**src/rtl/mmc_boot_pkg.sv**
```systemverilog
package mmc_boot_pkg;
  typedef enum logic [1:0] {
    BW_1 = 2'd0,
    BW_4 = 2'd1,
    BW_8 = 2'd2
  } bus_w_e;

  typedef enum logic [2:0] {
    ST_IDLE,
    ST_ACK_WAIT,
    ST_ACK_BITS,
    ST_DAT_WAIT,
    ST_DAT_RX,
    ST_TAIL
  } boot_st_e;
endpackage

```
**src/rtl/mbr_ctr.sv**
```systemverilog
module mbr_ctr #(
  parameter int W = 16
) (
  input  logic         clk_i,
  input  logic         rst_ni,
  input  logic         clr_i,
  output logic [W-1:0] cnt_o
);
  always_ff @(posedge clk_i or negedge rst_ni) begin
    if (!rst_ni)    cnt_o <= '0;
    else if (clr_i) cnt_o <= '0;
    else            cnt_o <= cnt_o + 1'b1;
  end
endmodule

```
**src/rtl/mbr_deser.sv**
```systemverilog
module mbr_deser
  import mmc_boot_pkg::*;
(
  input  logic       clk_i,
  input  logic       rst_ni,
  input  logic       clr_i,
  input  logic       en_i,
  input  bus_w_e     bw_i,
  input  logic [7:0] dat_i,
  output logic [7:0] byte_o,
  output logic       vld_o
);
  logic [7:0] sr_q, sr_d;
  logic [2:0] cnt_q, last;

  // units per byte minus one, MSB-first shift
  always_comb begin
    unique case (bw_i)
      BW_8: begin sr_d = dat_i;                   last = 3'd0; end
      BW_4: begin sr_d = {sr_q[3:0], dat_i[3:0]}; last = 3'd1; end
      default: begin sr_d = {sr_q[6:0], dat_i[0]}; last = 3'd7; end
    endcase
  end

  always_ff @(posedge clk_i or negedge rst_ni) begin
    if (!rst_ni) begin
      sr_q   <= '0;
      cnt_q  <= '0;
      byte_o <= '0;
      vld_o  <= 1'b0;
    end else begin
      vld_o <= 1'b0;
      if (clr_i) begin
        cnt_q <= '0;
      end else if (en_i) begin
        sr_q <= sr_d;
        if (cnt_q == last) begin
          cnt_q  <= '0;
          byte_o <= sr_d;
          vld_o  <= 1'b1;
        end else begin
          cnt_q <= cnt_q + 1'b1;
        end
      end
    end
  end
endmodule

```
**src/rtl/mmc_boot_rd.sv**
```systemverilog
module mmc_boot_rd
  import mmc_boot_pkg::*;
#(
  parameter int BLK_BYTES = 512,
  parameter int CNT_W     = 8,
  parameter int TO_W      = 16,
  parameter int CRC_BITS  = 16
) (
  input  logic             clk_i,
  input  logic             rst_ni,
  input  logic             start_i,
  input  logic [CNT_W-1:0] blk_cnt_i,
  input  logic [1:0]       bus_w_i,
  input  logic             ack_en_i,
  input  logic [TO_W-1:0]  timeout_i,
  input  logic [7:0]       dat_i,
  output logic             cmd_o,
  output logic [7:0]       byte_o,
  output logic             byte_vld_o,
  output logic             done_o,
  output logic             ack_err_o,
  output logic             data_to_err_o
);
  localparam int BIT_W = $clog2(BLK_BYTES * 8 + 1);
  localparam int CTR_W = (TO_W > BIT_W) ? TO_W : BIT_W;
  localparam logic [CTR_W-1:0] RX_1 = CTR_W'(BLK_BYTES * 8 - 1);
  localparam logic [CTR_W-1:0] RX_4 = CTR_W'(BLK_BYTES * 2 - 1);
  localparam logic [CTR_W-1:0] RX_8 = CTR_W'(BLK_BYTES - 1);
  localparam logic [CTR_W-1:0] TAIL_LAST = CTR_W'(CRC_BITS);

  boot_st_e         st_q, st_d;
  bus_w_e           bw_q;
  logic [TO_W-1:0]  to_q;
  logic [CNT_W-1:0] blk_left_q;
  logic [CTR_W-1:0] cnt;
  logic [CTR_W-1:0] rx_last_cnt;
  logic ctr_clr, go, finish, set_ack_err, set_dto, blk_dec;
  logic start_seen, wait_exp;

  mbr_ctr #(.W(CTR_W)) u_ctr (
    .clk_i (clk_i),
    .rst_ni(rst_ni),
    .clr_i (ctr_clr),
    .cnt_o (cnt)
  );

  mbr_deser u_deser (
    .clk_i (clk_i),
    .rst_ni(rst_ni),
    .clr_i (st_q != ST_DAT_RX),
    .en_i  (st_q == ST_DAT_RX),
    .bw_i  (bw_q),
    .dat_i (dat_i),
    .byte_o(byte_o),
    .vld_o (byte_vld_o)
  );

  always_comb begin
    unique case (bw_q)
      BW_8: begin start_seen = (dat_i == 8'h00);      rx_last_cnt = RX_8; end
      BW_4: begin start_seen = (dat_i[3:0] == 4'h0);  rx_last_cnt = RX_4; end
      default: begin start_seen = !dat_i[0];           rx_last_cnt = RX_1; end
    endcase
  end

  assign wait_exp = (cnt == CTR_W'(to_q - 1'b1));

  always_comb begin
    st_d        = st_q;
    ctr_clr     = 1'b0;
    go          = 1'b0;
    finish      = 1'b0;
    set_ack_err = 1'b0;
    set_dto     = 1'b0;
    blk_dec     = 1'b0;
    unique case (st_q)
      ST_IDLE: if (start_i) begin
        go      = 1'b1;
        ctr_clr = 1'b1;
        if (blk_cnt_i == '0) finish = 1'b1;
        else st_d = ack_en_i ? ST_ACK_WAIT : ST_DAT_WAIT;
      end
      ST_ACK_WAIT: begin
        if (!dat_i[0]) begin
          st_d    = ST_ACK_BITS;
          ctr_clr = 1'b1;
        end else if (wait_exp) begin
          set_ack_err = 1'b1;
          st_d        = ST_IDLE;
        end
      end
      ST_ACK_BITS: begin
        // expected sequence 0,1,0 then end bit 1 equals cnt[0]
        if (dat_i[0] != cnt[0]) begin
          set_ack_err = 1'b1;
          st_d        = ST_IDLE;
        end else if (cnt[1:0] == 2'd3) begin
          st_d    = ST_DAT_WAIT;
          ctr_clr = 1'b1;
        end
      end
      ST_DAT_WAIT: begin
        if (start_seen) begin
          st_d    = ST_DAT_RX;
          ctr_clr = 1'b1;
        end else if (wait_exp) begin
          set_dto = 1'b1;
          st_d    = ST_IDLE;
        end
      end
      ST_DAT_RX: if (cnt == rx_last_cnt) begin
        st_d    = ST_TAIL;
        ctr_clr = 1'b1;
      end
      ST_TAIL: if (cnt == TAIL_LAST) begin
        ctr_clr = 1'b1;
        if (blk_left_q == CNT_W'(1)) begin
          finish = 1'b1;
          st_d   = ST_IDLE;
        end else begin
          blk_dec = 1'b1;
          st_d    = ST_DAT_WAIT;
        end
      end
      default: st_d = ST_IDLE;
    endcase
  end

  always_ff @(posedge clk_i or negedge rst_ni) begin
    if (!rst_ni) begin
      st_q          <= ST_IDLE;
      bw_q          <= BW_1;
      to_q          <= '0;
      blk_left_q    <= '0;
      cmd_o         <= 1'b1;
      done_o        <= 1'b0;
      ack_err_o     <= 1'b0;
      data_to_err_o <= 1'b0;
    end else begin
      st_q <= st_d;
      if (go) begin
        bw_q          <= bus_w_e'(bus_w_i);
        to_q          <= timeout_i;
        blk_left_q    <= blk_cnt_i;
        ack_err_o     <= 1'b0;
        data_to_err_o <= 1'b0;
        done_o        <= finish;
        cmd_o         <= finish;
      end else begin
        if (finish) begin
          done_o <= 1'b1;
          cmd_o  <= 1'b1;
        end
        if (set_ack_err) begin
          ack_err_o <= 1'b1;
          cmd_o     <= 1'b1;
        end
        if (set_dto) begin
          data_to_err_o <= 1'b1;
          cmd_o         <= 1'b1;
        end
        if (blk_dec) blk_left_q <= blk_left_q - 1'b1;
      end
    end
  end
endmodule

```
**config.mk**
```make
export PLATFORM = sky130hd
export DESIGN_NAME = mmc_boot_rd
export DESIGN_NICKNAME = d
export VERILOG_FILES = /design/src/rtl/mmc_boot_pkg.sv /design/src/rtl/mbr_ctr.sv /design/src/rtl/mbr_deser.sv /design/src/rtl/mmc_boot_rd.sv
export SDC_FILE = /design/constraint.sdc
export NUM_CORES = 1
export LEC_CHECK = 0
export ABC_AREA = 1
export BUFFER_PORTS_ARGS = -buffer_cell sky130_fd_sc_hd__buf_2
export CAP_MARGIN = 40
export CELL_PAD_IN_SITES_DETAIL_PLACEMENT = 0
export CELL_PAD_IN_SITES_GLOBAL_PLACEMENT = 1
export CORE_MARGIN = 2
export CORE_UTILIZATION = 35
export DETAILED_ROUTE_END_ITERATION = 6
export PLACE_DENSITY_LB_ADDON = 0.05
export RECOVER_POWER = 100
export SYNTH_ARGS = -nofsm -noshare
export SYNTH_HDL_FRONTEND = slang
export SYNTH_HIERARCHICAL = 1
export SYNTH_SLANG_ARGS = --single-unit
```
**constraint.sdc**
```tcl
create_clock -name clk_i -period 6 [get_ports clk_i]
set_clock_uncertainty 0.15 [all_clocks]
set_input_delay 0.3 -clock clk_i [delete_from_list [all_inputs] [get_ports clk_i]]
set_output_delay 0.3 -clock clk_i [all_outputs]
set_load 0.05 [all_outputs]
```
==> results.sh, run 1 <==
export IMPL_cp_common_cell="nand2_1"
export IMPL_layout_drive_gt1_share_pct=13.4
export IMPL_hold_viol_final=0
export IMPL_path_max_fanout=25
export IMPL_synth_cell_types=51
export IMPL_critPathBufInv=2
export IMPL_swShare_pct=45.0
export IMPL_ios=51
export IMPL_cts_root_buf="clkbuf_16"
export IMPL_cts_tree="done"
export IMPL_antenna_left=0
export IMPL_area_growth_pct=17.1
export IMPL_finalWirelength_mm=11.5
export IMPL_grt_pass1_vias=3802
export IMPL_final_common_cell="nand2_1"
export IMPL_clk_pin_slew_ns=0.05
export IMPL_final_nets=733
export IMPL_wl_per_cell_um=13.3
export IMPL_power_frac_comb_pct=46.6
export IMPL_detailed_place_hpwl_mm=8.78
export IMPL_critPathSlowestCell="nor2_1"
export IMPL_clock_path_buffers=2
export IMPL_synth_edf_count=0
export IMPL_place_congestion=0.823
export IMPL_synth_seq_area_share_pct=38.2
export IMPL_ys_flop_type="dfrtp_1"
export IMPL_worstMarginPinSlew_ns=1.63
export IMPL_drc=0
export IMPL_coreArea_um2=12500
export IMPL_seqPwrFrac_pct=32.1
export IMPL_num_antenna_cells=0
export IMPL_grt_max_degree=48
export IMPL_ys_seq_elements=68
export IMPL_violations="capacitance limit, slew limit"
export IMPL_tns_ns=0
export IMPL_endpoint_kind="flip-flop"
export IMPL_final_area_um2=5220
export IMPL_maxCapViolations=1
export IMPL_start_util_pct=35.6
export IMPL_relSlewSlack_pct=-9.10
export IMPL_peakVddDrop_uv=185
export IMPL_p_int_mw=1.27
export IMPL_fp_dieW_um=117
export IMPL_p_switching_mw=1.04
export IMPL_cts_num_sinks=68
export IMPL_die_h_um=117
export IMPL_path_cells="inv_1 > nand2_1 > nor2_1 > inv_1 > nor2_1 > nand4_1 > nand2_1 > nand2_1"
export IMPL_viasPerCell=4.57
export IMPL_die_area_um2=13700
export IMPL_synth_area_um2=4460
export IMPL_antenna_found_initial=0
export IMPL_synth_nets=667
export IMPL_dpl_cell_area_um2=4930
export IMPL_setup_viol=0
export IMPL_leakagePower_nw=2.63
export IMPL_hold_path_class="in -> reg"
export IMPL_drtIter0Drc=223
export IMPL_clock_latency_ns=0.34
export IMPL_fin_crit_sh_pct=57.5
export IMPL_gr_usage_all_layers_pct=18.0
export IMPL_worst_ep_arrival_time_ns=3.52
export IMPL_synth_warnings=6
export IMPL_path_class="reg -> reg"
export IMPL_final_cell_mix="203 x nand2_1, 78 x nor2_1, 73 x inv_1, 67 x dfrtp_1, 40 x nand3_1"
export IMPL_required_ns=6.07
export IMPL_power_density_nw_per_um2=441
export IMPL_numPortBuffers=50
export IMPL_syn_inst=619
export IMPL_p_clk_share_pct=21.3
export IMPL_cpPeakStageDelay_ns=1.26
export IMPL_critPathLaunchType="flip-flop"
export IMPL_cp_top_family="simple AND/OR/NAND/NOR gates"
export IMPL_status="complete, but fails checks"
export IMPL_fmax_mhz=290
export IMPL_maxSlewViolCount=26
export IMPL_rows=41
export IMPL_htree_levels=3
export IMPL_vias=3933
export IMPL_async_flop_share_pct=100
export IMPL_period_needed_ns=3.45
export IMPL_grt_pass1_wl_mm=18.8
export IMPL_cts_setup_buffers=0
export IMPL_avgSynthCellArea_um2=7.21
export IMPL_overflow=0
export IMPL_rsz0062_at_grt="no"
export IMPL_first_pass_iters=4
export IMPL_numCtsBuffers=9
## cell families after synthesis
| group | synth area share [%] |
|---|---|
| muxes | 0.252 |
| buffers and inverters | 7.85 |
| xor gates and xnor gates | 4.52 |
| and+or+nand+nor | 39.0 |
| AOI/OAI and AO/OA | 7.35 |
| DFF | 38.2 |
| adders and majority gates | 2.81 |
## sequential cells by signal (all words and copies together) (netlist names), 2 cells and up
name	cells
to_q	16
u_deser/sr_q	7
bw_q	2
u_deser/byte_o	8
u_ctr/cnt_o	16
st_q	3
u_deser/cnt_q	3
blk_left_q	8
## cell usage after synthesis (4+ instances only)
| cell | count | area share [%] |
|---|---|---|
| nor3_1 | 8 | 0.90 |
| a21oi_1 | 12 | 1.3 |
| inv_1 | 70 | 5.9 |
| nand2_1 | 203 | 17 |
| a31oi_1 | 6 | 0.84 |
| xnor2_1 | 8 | 1.6 |
| dfrtp_1 | 67 | 38 |
| xor2_1 | 15 | 2.9 |
| nor2_2 | 8 | 1.1 |
| o21ai_0 | 17 | 1.9 |
| nand2_4 | 5 | 1.3 |
| nor2_4 | 7 | 1.8 |
| nand2_2 | 8 | 1.1 |
| nor2_1 | 75 | 6.3 |
| nand3_1 | 38 | 4.3 |
| nand4_1 | 6 | 0.84 |
| inv_2 | 7 | 0.59 |
| nand3b_1 | 4 | 0.67 |
| ha_1 | 10 | 2.8 |
## metrics by stage
| stage | std cells | util, % | hold WS (ns) | power [mW] | setup slack [ns] |
|---|---|---|---|---|---|
| after detailed placement | 836 | 39.4 | 0.161 | 1.85 | 3.27 |
| after global placement | 834 | 39.0 | 0.307 | 1.84 | 2.58 |
| after CTS | 861 | 42.3 | 0.00897 | 2.37 | 3.25 |
| after global routing | 861 | 41.7 | 0.0247 | 2.53 | 2.18 |
| final | 861 | 41.7 | 0.0155 | 2.30 | 2.55 |
| after floorplan | 619 | - | -0.146 | 1.59 | 3.83 |
## power groups by stage
stage / clock [mW] / sequential [mW] / combinational [mW]
global placement: 0 / 0.745 / 1.10
detailed placement: 0 / 0.747 / 1.11
floorplan: 0 / 0.739 / 0.848
finish: 0.491 / 0.738 / 1.07
global route: 0.534 / 0.760 / 1.24
CTS: 0.510 / 0.741 / 1.12
## worst reg2reg max path, cell delays in order (launching register included)
cell and delay [ns]:
dfrtp_1 0.39, inv_1 0.08, nand2_1 0.07, nor2_1 0.31, inv_1 0.19, nor2_1 1.26, nand4_1 0.64, nand2_1 0.19
nand2_1 0.07
## final cells by class
| class | instances | area [µm²] |
|---|---|---|
| fill | 1414 | 7290 |
| multi-input combinational | 464 | 2350 |
| sequential | 68 | 1700 |
| timing repair buffer | 63 | 380 |
| inverter | 79 | 304 |
| clock buffer | 13 | 260 |
| tap | 172 | 215 |
| clock inverter | 2 | 10.0 |
## worst paths after layout
kind / slack [ns] / start / endpoint / depth (start not counted)
setup / recovery: 2.55 / st_q[1] / u_deser/byte_o[6] / 8
hold / removal: 0.02 / timeout_i[4] / to_q[4] / 3
setup reg to reg: 2.55 / st_q[1] / u_deser/byte_o[6] / 8
hold reg to reg: 0.32 / u_deser/byte_o[4] / u_deser/byte_o[4] / 2
max in group asynchronous: 4.07 / rst_ni / cmd_o / 4
min in group asynchronous: 0.73 / rst_ni / u_deser/byte_o[6] / 3
## routing by layer
layer	up-vias	share of wire [%]	GRT usage (%)	wire [µm]
met5	-	0	0	0
met3	9	2.5	3.14	287
li1	2077	-	-	-
met2	47	46	29.9	5310
met1	1800	50	23.7	5730
met4	0	1.3	6.59	155
## what timing repair did
item	CTS	global route
hold endpoints to repair	30	0
resized for setup	0	0
hold buffers	10	0
Note: power is estimated with default switching activity, not from simulation.
==> run 2: changes to the inputs <==
--- a/config.mk
+++ b/config.mk
@@ -5,7 +5,7 @@
 export SDC_FILE = /design/constraint.sdc
 export NUM_CORES = 1
 export LEC_CHECK = 0
-export ABC_AREA = 1
+export ABC_AREA = 0
 export BUFFER_PORTS_ARGS = -buffer_cell sky130_fd_sc_hd__buf_2
 export CAP_MARGIN = 40
 export CELL_PAD_IN_SITES_DETAIL_PLACEMENT = 0
==> constraint.sdc (replaced) <==
create_clock -name clk_i -period 3.5 [get_ports clk_i]
set_clock_uncertainty 0.15 [all_clocks]
set_input_delay 0.175 -clock clk_i [delete_from_list [all_inputs] [get_ports clk_i]]
set_output_delay 0.175 -clock clk_i [all_outputs]
set_load 0.05 [all_outputs]
==> run 2 against run 1 <==
The flow finishes with violations (DRC, capacitance limit, slew limit). Sequential cell count is the same. Register-to-register slack lost 1.9 ns. Critical path depth is the same. Hold slack gained 0.066 ns. Largest cell class unchanged.
==> results.sh, run 2 <==
export IMPL_drc=6
export IMPL_regArea_um2=1700
export IMPL_die_area_um2=12800
export IMPL_maxCapViolations=1
export IMPL_status="complete, but fails checks"
export IMPL_grt_use_met3_pct=4.23
export IMPL_relSlewSlack_pct=-29.0
export IMPL_rsz0062_at_grt="no"
export IMPL_fmax_mhz=347
export IMPL_period_needed_ns=2.88
export IMPL_multi_input_area_um2=2280
export IMPL_first_pass_iters=6
export IMPL_worstReg2RegStart="u_ctr/cnt_o[12]"
export IMPL_synth_seq_area_share_pct=40.8
export IMPL_reg_largest_list="to_q: 16 flops, u_ctr/cnt_o: 16 flops"
export IMPL_clock_latency_ns=0.35
export IMPL_synth_nets=520
export IMPL_start_util_pct=36.2
export IMPL_min_path_cells=3
export IMPL_critPathLaunchType="flip-flop"
export IMPL_leakagePower_nw=2.15
export IMPL_grt_met1_usage_pct=24.0
export IMPL_grt_pass1_wl_mm=18.3
export IMPL_p_clk_share_pct=22.8
export IMPL_tns_ns=0
export IMPL_power_frac_comb_pct=42.1
export IMPL_synth_commonest_cells="78 x nand2_1, 67 x dfrtp_1, 36 x nor2_1, 28 x xnor2_1, 22 x inv_1"
export IMPL_synth_area_leaders="dfrtp_1 40%, nand2_1 7.0%, xnor2_1 5.9%"
export IMPL_seqPwrFrac_pct=35.1
export IMPL_clk_pin_slew_ns=0.06
export IMPL_fp_dieW_um=113
export IMPL_setup_viol=0
export IMPL_synth_cell_types=63
export IMPL_p_switching_mw=1.65
export IMPL_detailed_place_hpwl_mm=7.83
export IMPL_rr_worst_depth=8
export IMPL_p_int_mw=2.20
export IMPL_viasPerCell=5.23
export IMPL_avgSynthCellArea_um2=8.84
export IMPL_grt_pass1_vias=3641
export IMPL_final_common_cell="nand2_1"
export IMPL_final_cell_mix="78 x nand2_1, 67 x dfrtp_1, 37 x nor2_1, 36 x buf_2, 28 x xnor2_1"
export IMPL_overflow=0
export IMPL_cts_resized=0
export IMPL_cts_setup_buffers=0
export IMPL_num_antenna_cells=0
export IMPL_area_growth_pct=21.8
export IMPL_cts_num_sinks=68
export IMPL_critPathBufInv=1
export IMPL_grt_busiest_layer="met2"
export IMPL_hold_viol_final=0
export IMPL_power_density_nw_per_um2=759
export IMPL_r2r_setup_slack_ns=0.62
export IMPL_synth_top_area_share_pct=40.2
export IMPL_worstMarginPinSlew_ns=1.93
export IMPL_hold_path_class="in -> reg"
export IMPL_ys_seq_elements=68
export IMPL_antenna_left=0
export IMPL_fill_cells=1156
export IMPL_postLayoutCoreUtil_pct=44.1
export IMPL_cts_root_buf="clkbuf_16"
export IMPL_final_nets=598
export IMPL_cpPeakStageDelay_ns=0.62
export IMPL_grt_max_degree=36
export IMPL_numPortBuffers=50
export IMPL_endpoint_kind="flip-flop"
export IMPL_coreArea_um2=11500
export IMPL_ys_flop_type="dfrtp_1"
export IMPL_cp_top_family="simple AND/OR/NAND/NOR gates"
export IMPL_path_cells="nor4_1 > nand3_1 > nor3_1 > buf_4 > nor2b_1 > or2_0 > a21boi_0 > a211o_1"
export IMPL_vias=3648
export IMPL_place_congestion=0.788
export IMPL_finalWirelength_mm=10.7
export IMPL_drtIter0Drc=204
export IMPL_swShare_pct=42.9
export IMPL_synth_warnings=6
export IMPL_worst_ep_arrival_time_ns=2.96
export IMPL_async_flop_share_pct=100
export IMPL_reg2reg_to="blk_left_q[7]"
export IMPL_synth_edf_count=0
export IMPL_met2_usage_pct=29.1
export IMPL_cts_tree="done"
export IMPL_min_from="blk_cnt_i[6]"
export IMPL_numCtsBuffers=9
export IMPL_antenna_found_initial=0
export IMPL_critPathSlowestCell="nor4_1"
export IMPL_synth_area_um2=4170
export IMPL_gr_usage_all_layers_pct=18.1
export IMPL_yosysTopAreaCell="dfrtp_1"
export IMPL_fin_crit_sh_pct=82.4
export IMPL_maxSlewViolCount=36
export IMPL_clock_path_buffers=2
export IMPL_yosysMostFrequentCell="nand2_1"
export IMPL_hold_end="blk_left_q[6]"
export IMPL_path_class="reg -> reg"
export IMPL_die_h_um=113
export IMPL_peakVddDrop_uv=228
export IMPL_layout_drive_gt1_share_pct=14.4
export IMPL_ios=51
export IMPL_required_ns=3.58
export IMPL_wl_per_cell_um=15.4
export IMPL_syn_inst=472
export IMPL_path_max_fanout=7
export IMPL_violations="DRC, capacitance limit, slew limit"
export IMPL_htree_levels=3
export IMPL_rows=39
run 2: cell types whose count changed after synthesis, sizes merged, moves of 15 or more:
cell	before	now
nor4	3	18
inv	79	22
nand3	40	15
nand2	216	78
xnor2	8	28
nor2	92	37
run 2: repair_timing:
action	4_1_cts	5_1_grt
hold buffers	26	0
setup endpoints to repair	0	0
endpoints found under the hold margin	92	0
run 2: worst max path at each step:
stage / from / end / slack, ns / cells after the start
finish: u_ctr/cnt_o[12] / blk_left_q[7] / 0.62 / 8
global route: rst_ni / blk_left_q[6] / 0.19 / 3
CTS: u_ctr/cnt_o[12] / blk_left_q[4] / 0.63 / 8
detailed placement: u_ctr/cnt_o[12] / blk_left_q[6] / 0.66 / 8
global placement: u_ctr/cnt_o[12] / blk_left_q[4] / 0.72 / 8
floorplan: u_ctr/cnt_o[12] / u_ctr/cnt_o[10] / 0.93 / 8
run 2: kinds of logic after synthesis:
logic type      count (synthesis)  share of synthesized area, %
simple gates                  219                          27.2
compound gates                 83                          13.3
fa+ha+maj                      10                          3.00
xor+xnor                       37                          7.76
buf+inv                        40                          4.05
flops                          68                          40.8
mux                            15                          3.87
run 2: metrics by stage:
stage / instance area [µm²] / hold slack [ns] / worst slack, ns / instances / power, mW
2_1_floorplan: 4170 / -0.271 / 0.929 / 472 / 2.60
3_3_place_gp: 4580 / -0.103 / 0.724 / 656 / 3.01
3_5_place_dp: 4580 / -0.0976 / 0.660 / 656 / 3.02
4_1_cts: 5130 / 0.0760 / 0.635 / 698 / 3.95
5_1_grt: 5080 / 0.108 / 0.191 / 698 / 4.22
6_report: 5080 / 0.0814 / 0.617 / 698 / 3.86
run 2: layout make-up:
class                           instances  share of cell area, %
Multi-Input combinational cell        364                   44.9
Sequential cell                        68                   33.5
Timing Repair Buffer                   85                   10.8
Clock buffer                           10                   4.70
Tap cell                              143                   3.52
Inverter                               22                   1.62
Clock inverter                          6                  0.936
run 2: power by group through the flow:
| stage | Sequential (mW) | Clock, mW | Combinational [mW] |
|---|---|---|---|
| 3_3_place_gp | 1.37 | 0 | 1.64 |
| 3_5_place_dp | 1.37 | 0 | 1.66 |
| 4_1_cts | 1.36 | 0.907 | 1.69 |
| 6_report | 1.36 | 0.879 | 1.62 |
| 2_1_floorplan | 1.27 | 0 | 1.33 |
| 5_1_grt | 1.41 | 0.940 | 1.88 |
run 2: per-layer routing:
layer	routed length, µm	vias up	share of wire [%]
met5	0	-	0
met4	155	0	1.4
met2	4920	77	46
met1	5160	1727	48
li1	-	1834	-
met3	507	10	4.7
run 2: worst register-to-register path, cell delays in order (launching register included):
cell and delay [ns]:
dfrtp_1 0.44, nor4_1 0.62, nand3_1 0.15, nor3_1 0.19
buf_4 0.16, nor2b_1 0.45, or2_0 0.23, a21boi_0 0.10
a211o_1 0.27
==> run 3: changes to the inputs <==
==> constraint.sdc (replaced) <==
create_clock -name clk_i -period 2.8 [get_ports clk_i]
set_clock_uncertainty 0.15 [all_clocks]
set_input_delay 0.14 -clock clk_i [delete_from_list [all_inputs] [get_ports clk_i]]
set_output_delay 0.14 -clock clk_i [all_outputs]
set_load 0.05 [all_outputs]
==> run 3 against run 2 <==
The flow finishes with violations (DRC). First-iteration DRC count decreased by 15%. Clock power increased by 21%. Sequential share of layout area decreased by 1.1 points. Final cell count increased by 2.9%.
==> results.sh, run 3 (synthesized netlist as in run 2, its figures left out) <==
export IMPL_detailed_place_hpwl_mm=8.43
export IMPL_relSlewSlack_pct=6.84
export IMPL_rsz0062_at_grt="no"
export IMPL_postLayoutCoreUtil_pct=45.7
export IMPL_fmax_mhz=382
export IMPL_die_area_um2=12800
export IMPL_cts_root_buf="clkbuf_16"
export IMPL_worst_ep_arrival_time_ns=2.71
export IMPL_reg_largest_list="to_q: 16 flops, u_ctr/cnt_o: 16 flops"
export IMPL_ios=51
export IMPL_drc=6
export IMPL_viasPerCell=5.20
export IMPL_reg2reg_to="st_q[0]"
export IMPL_worstSetupStartpoint="to_q[4]"
export IMPL_tns_ns=0
export IMPL_clock_latency_ns=0.34
export IMPL_numPortBuffers=50
export IMPL_clock_path_buffers=2
export IMPL_cts_tree="done"
export IMPL_wl_met3_um=472
export IMPL_route_met2_wl_mm=5.33
export IMPL_r2r_setup_slack_ns=0.18
export IMPL_overflow=0
export IMPL_final_cell_mix="78 x nand2_1, 67 x dfrtp_1, 37 x buf_2, 36 x nor2_1, 28 x xnor2_1"
export IMPL_gr_usage_all_layers_pct=18.9
export IMPL_cts_setup_buffers=0
export IMPL_maxCapViolations=0
export IMPL_setup_viol=0
export IMPL_met1Wirelength_mm=5.44
export IMPL_grt_max_degree=44
export IMPL_p_switching_mw=2.12
export IMPL_finalWirelength_mm=11.4
export IMPL_hold_viol_final=0
export IMPL_numCtsBuffers=9
export IMPL_cts_num_sinks=68
export IMPL_grt_pass1_wl_mm=19.2
export IMPL_power_density_nw_per_um2=950
export IMPL_num_antenna_cells=0
export IMPL_endpoint_kind="flip-flop"
export IMPL_vias=3736
export IMPL_p_int_mw=2.87
export IMPL_clk_pin_slew_ns=0.06
export IMPL_antenna_found_initial=0
export IMPL_required_ns=2.89
export IMPL_wl_per_cell_um=15.9
export IMPL_worstReg2RegStart="to_q[4]"
export IMPL_crit_end="st_q[0]"
export IMPL_path_class="reg -> reg"
export IMPL_rows=39
export IMPL_start_util_pct=36.2
export IMPL_finalWorstSetupSlack_ns=0.183
export IMPL_die_h_um=113
export IMPL_fp_dieW_um=113
export IMPL_layout_drive_gt1_share_pct=18.1
export IMPL_coreArea_um2=11500
export IMPL_drtIter0Drc=174
export IMPL_path_max_fanout=8
export IMPL_final_nets=620
export IMPL_fin_crit_sh_pct=93.4
export IMPL_rr_worst_depth=7
export IMPL_htree_levels=3
export IMPL_swShare_pct=42.5
export IMPL_dpl_cell_area_um2=4780
export IMPL_whs_ns=0.0421
export IMPL_grt_pass1_vias=3837
export IMPL_maxSlewViolCount=0
export IMPL_final_common_cell="nand2_1"
export IMPL_place_congestion=0.900
export IMPL_dpl_worst_slack_ns=0.171
export IMPL_hold_path_class="in -> reg"
export IMPL_power_frac_comb_pct=46.3
export IMPL_violations="DRC"
export IMPL_seqPwrFrac_pct=32.5
export IMPL_fill_cells=1179
export IMPL_first_pass_iters=6
export IMPL_peakVddDrop_uv=381
export IMPL_final_area_um2=5260
export IMPL_worstMarginPinSlew_ns=1.40
export IMPL_status="complete, but fails checks"
export IMPL_leakagePower_nw=2.25
export IMPL_critPathLaunchType="flip-flop"
export IMPL_maxUsedRoutingLayer="met4"
export IMPL_area_growth_pct=26.0
export IMPL_period_needed_ns=2.62
export IMPL_p_clk_share_pct=21.2
export IMPL_antenna_left=0
-- run 3: cell count changes in the layout (fill, tap and decap cells not counted), sizes merged --
cell,delta
clkinv,-2
inv,-2
clkbuf,+3
clkinvlp,+2
buf,+19
-- run 3: layout make-up --
cell class	count	area, µm²	share of cell area, %
well taps	143	179	3.40
flip-flops and latches	68	1700	32.4
repair buffers	107	718	13.7
multi-input cells	364	2310	43.9
clock buffers	10	239	4.54
clock inverters	4	27.5	0.523
inverters	22	82.6	1.57
-- run 3: metrics by stage --
stage | power (mW) | instances
after global placement | 3.94 | 677
final | 5.00 | 718
after global routing | 5.43 | 718
after CTS | 5.08 | 718
after floorplan | 3.25 | 472
after detailed placement | 3.96 | 678
-- run 3: critical path, stage by stage, from the launching register on --
cell,delay [ns]
dfrtp_1,0.46
or4_1,0.67
nor4_4,0.29
nand2_1,0.10
xnor2_1,0.16
and3_1,0.21
and2_0,0.18
o41ai_1,0.29
-- run 3: power by group through the flow --
stage / logic [mW] / clock network, mW / registers [mW]
6_report: 2.31 / 1.06 / 1.62
5_1_grt: 2.63 / 1.12 / 1.68
4_1_cts: 2.36 / 1.09 / 1.62
3_5_place_dp: 2.33 / 0 / 1.63
3_3_place_gp: 2.32 / 0 / 1.63
2_1_floorplan: 1.66 / 0 / 1.58
-- run 3: how the worst min path moves through the flow --
| stage | end | start | cells past startpoint |
|---|---|---|---|
| finish | blk_left_q[6] | blk_cnt_i[6] | 3 |
| global route | blk_left_q[6] | blk_cnt_i[6] | 3 |
| detailed placement | u_deser/byte_o[6] | rst_ni | 2 |
| CTS | blk_left_q[6] | blk_cnt_i[6] | 3 |
| global placement | to_q[14] | timeout_i[14] | 3 |
| floorplan | ack_err_o | rst_ni | 0 |
-- run 3: routing by layer --
layer  vias to the layer above  global-route usage [%]
met5                         -                       0
met2                        77                    31.1
met1                      1766                    24.9
li1                       1882                       -
met3                        11                    3.00
met4                         0                    7.56
-- run 3: what timing repair did --
| action | CTS | global route |
|---|---|---|
| endpoints found under the setup margin | 0 | 5 |
| hold buffers | 26 | 0 |
| resized for setup | 0 | 5 |
| endpoints found under the hold margin | 50 | 0 |
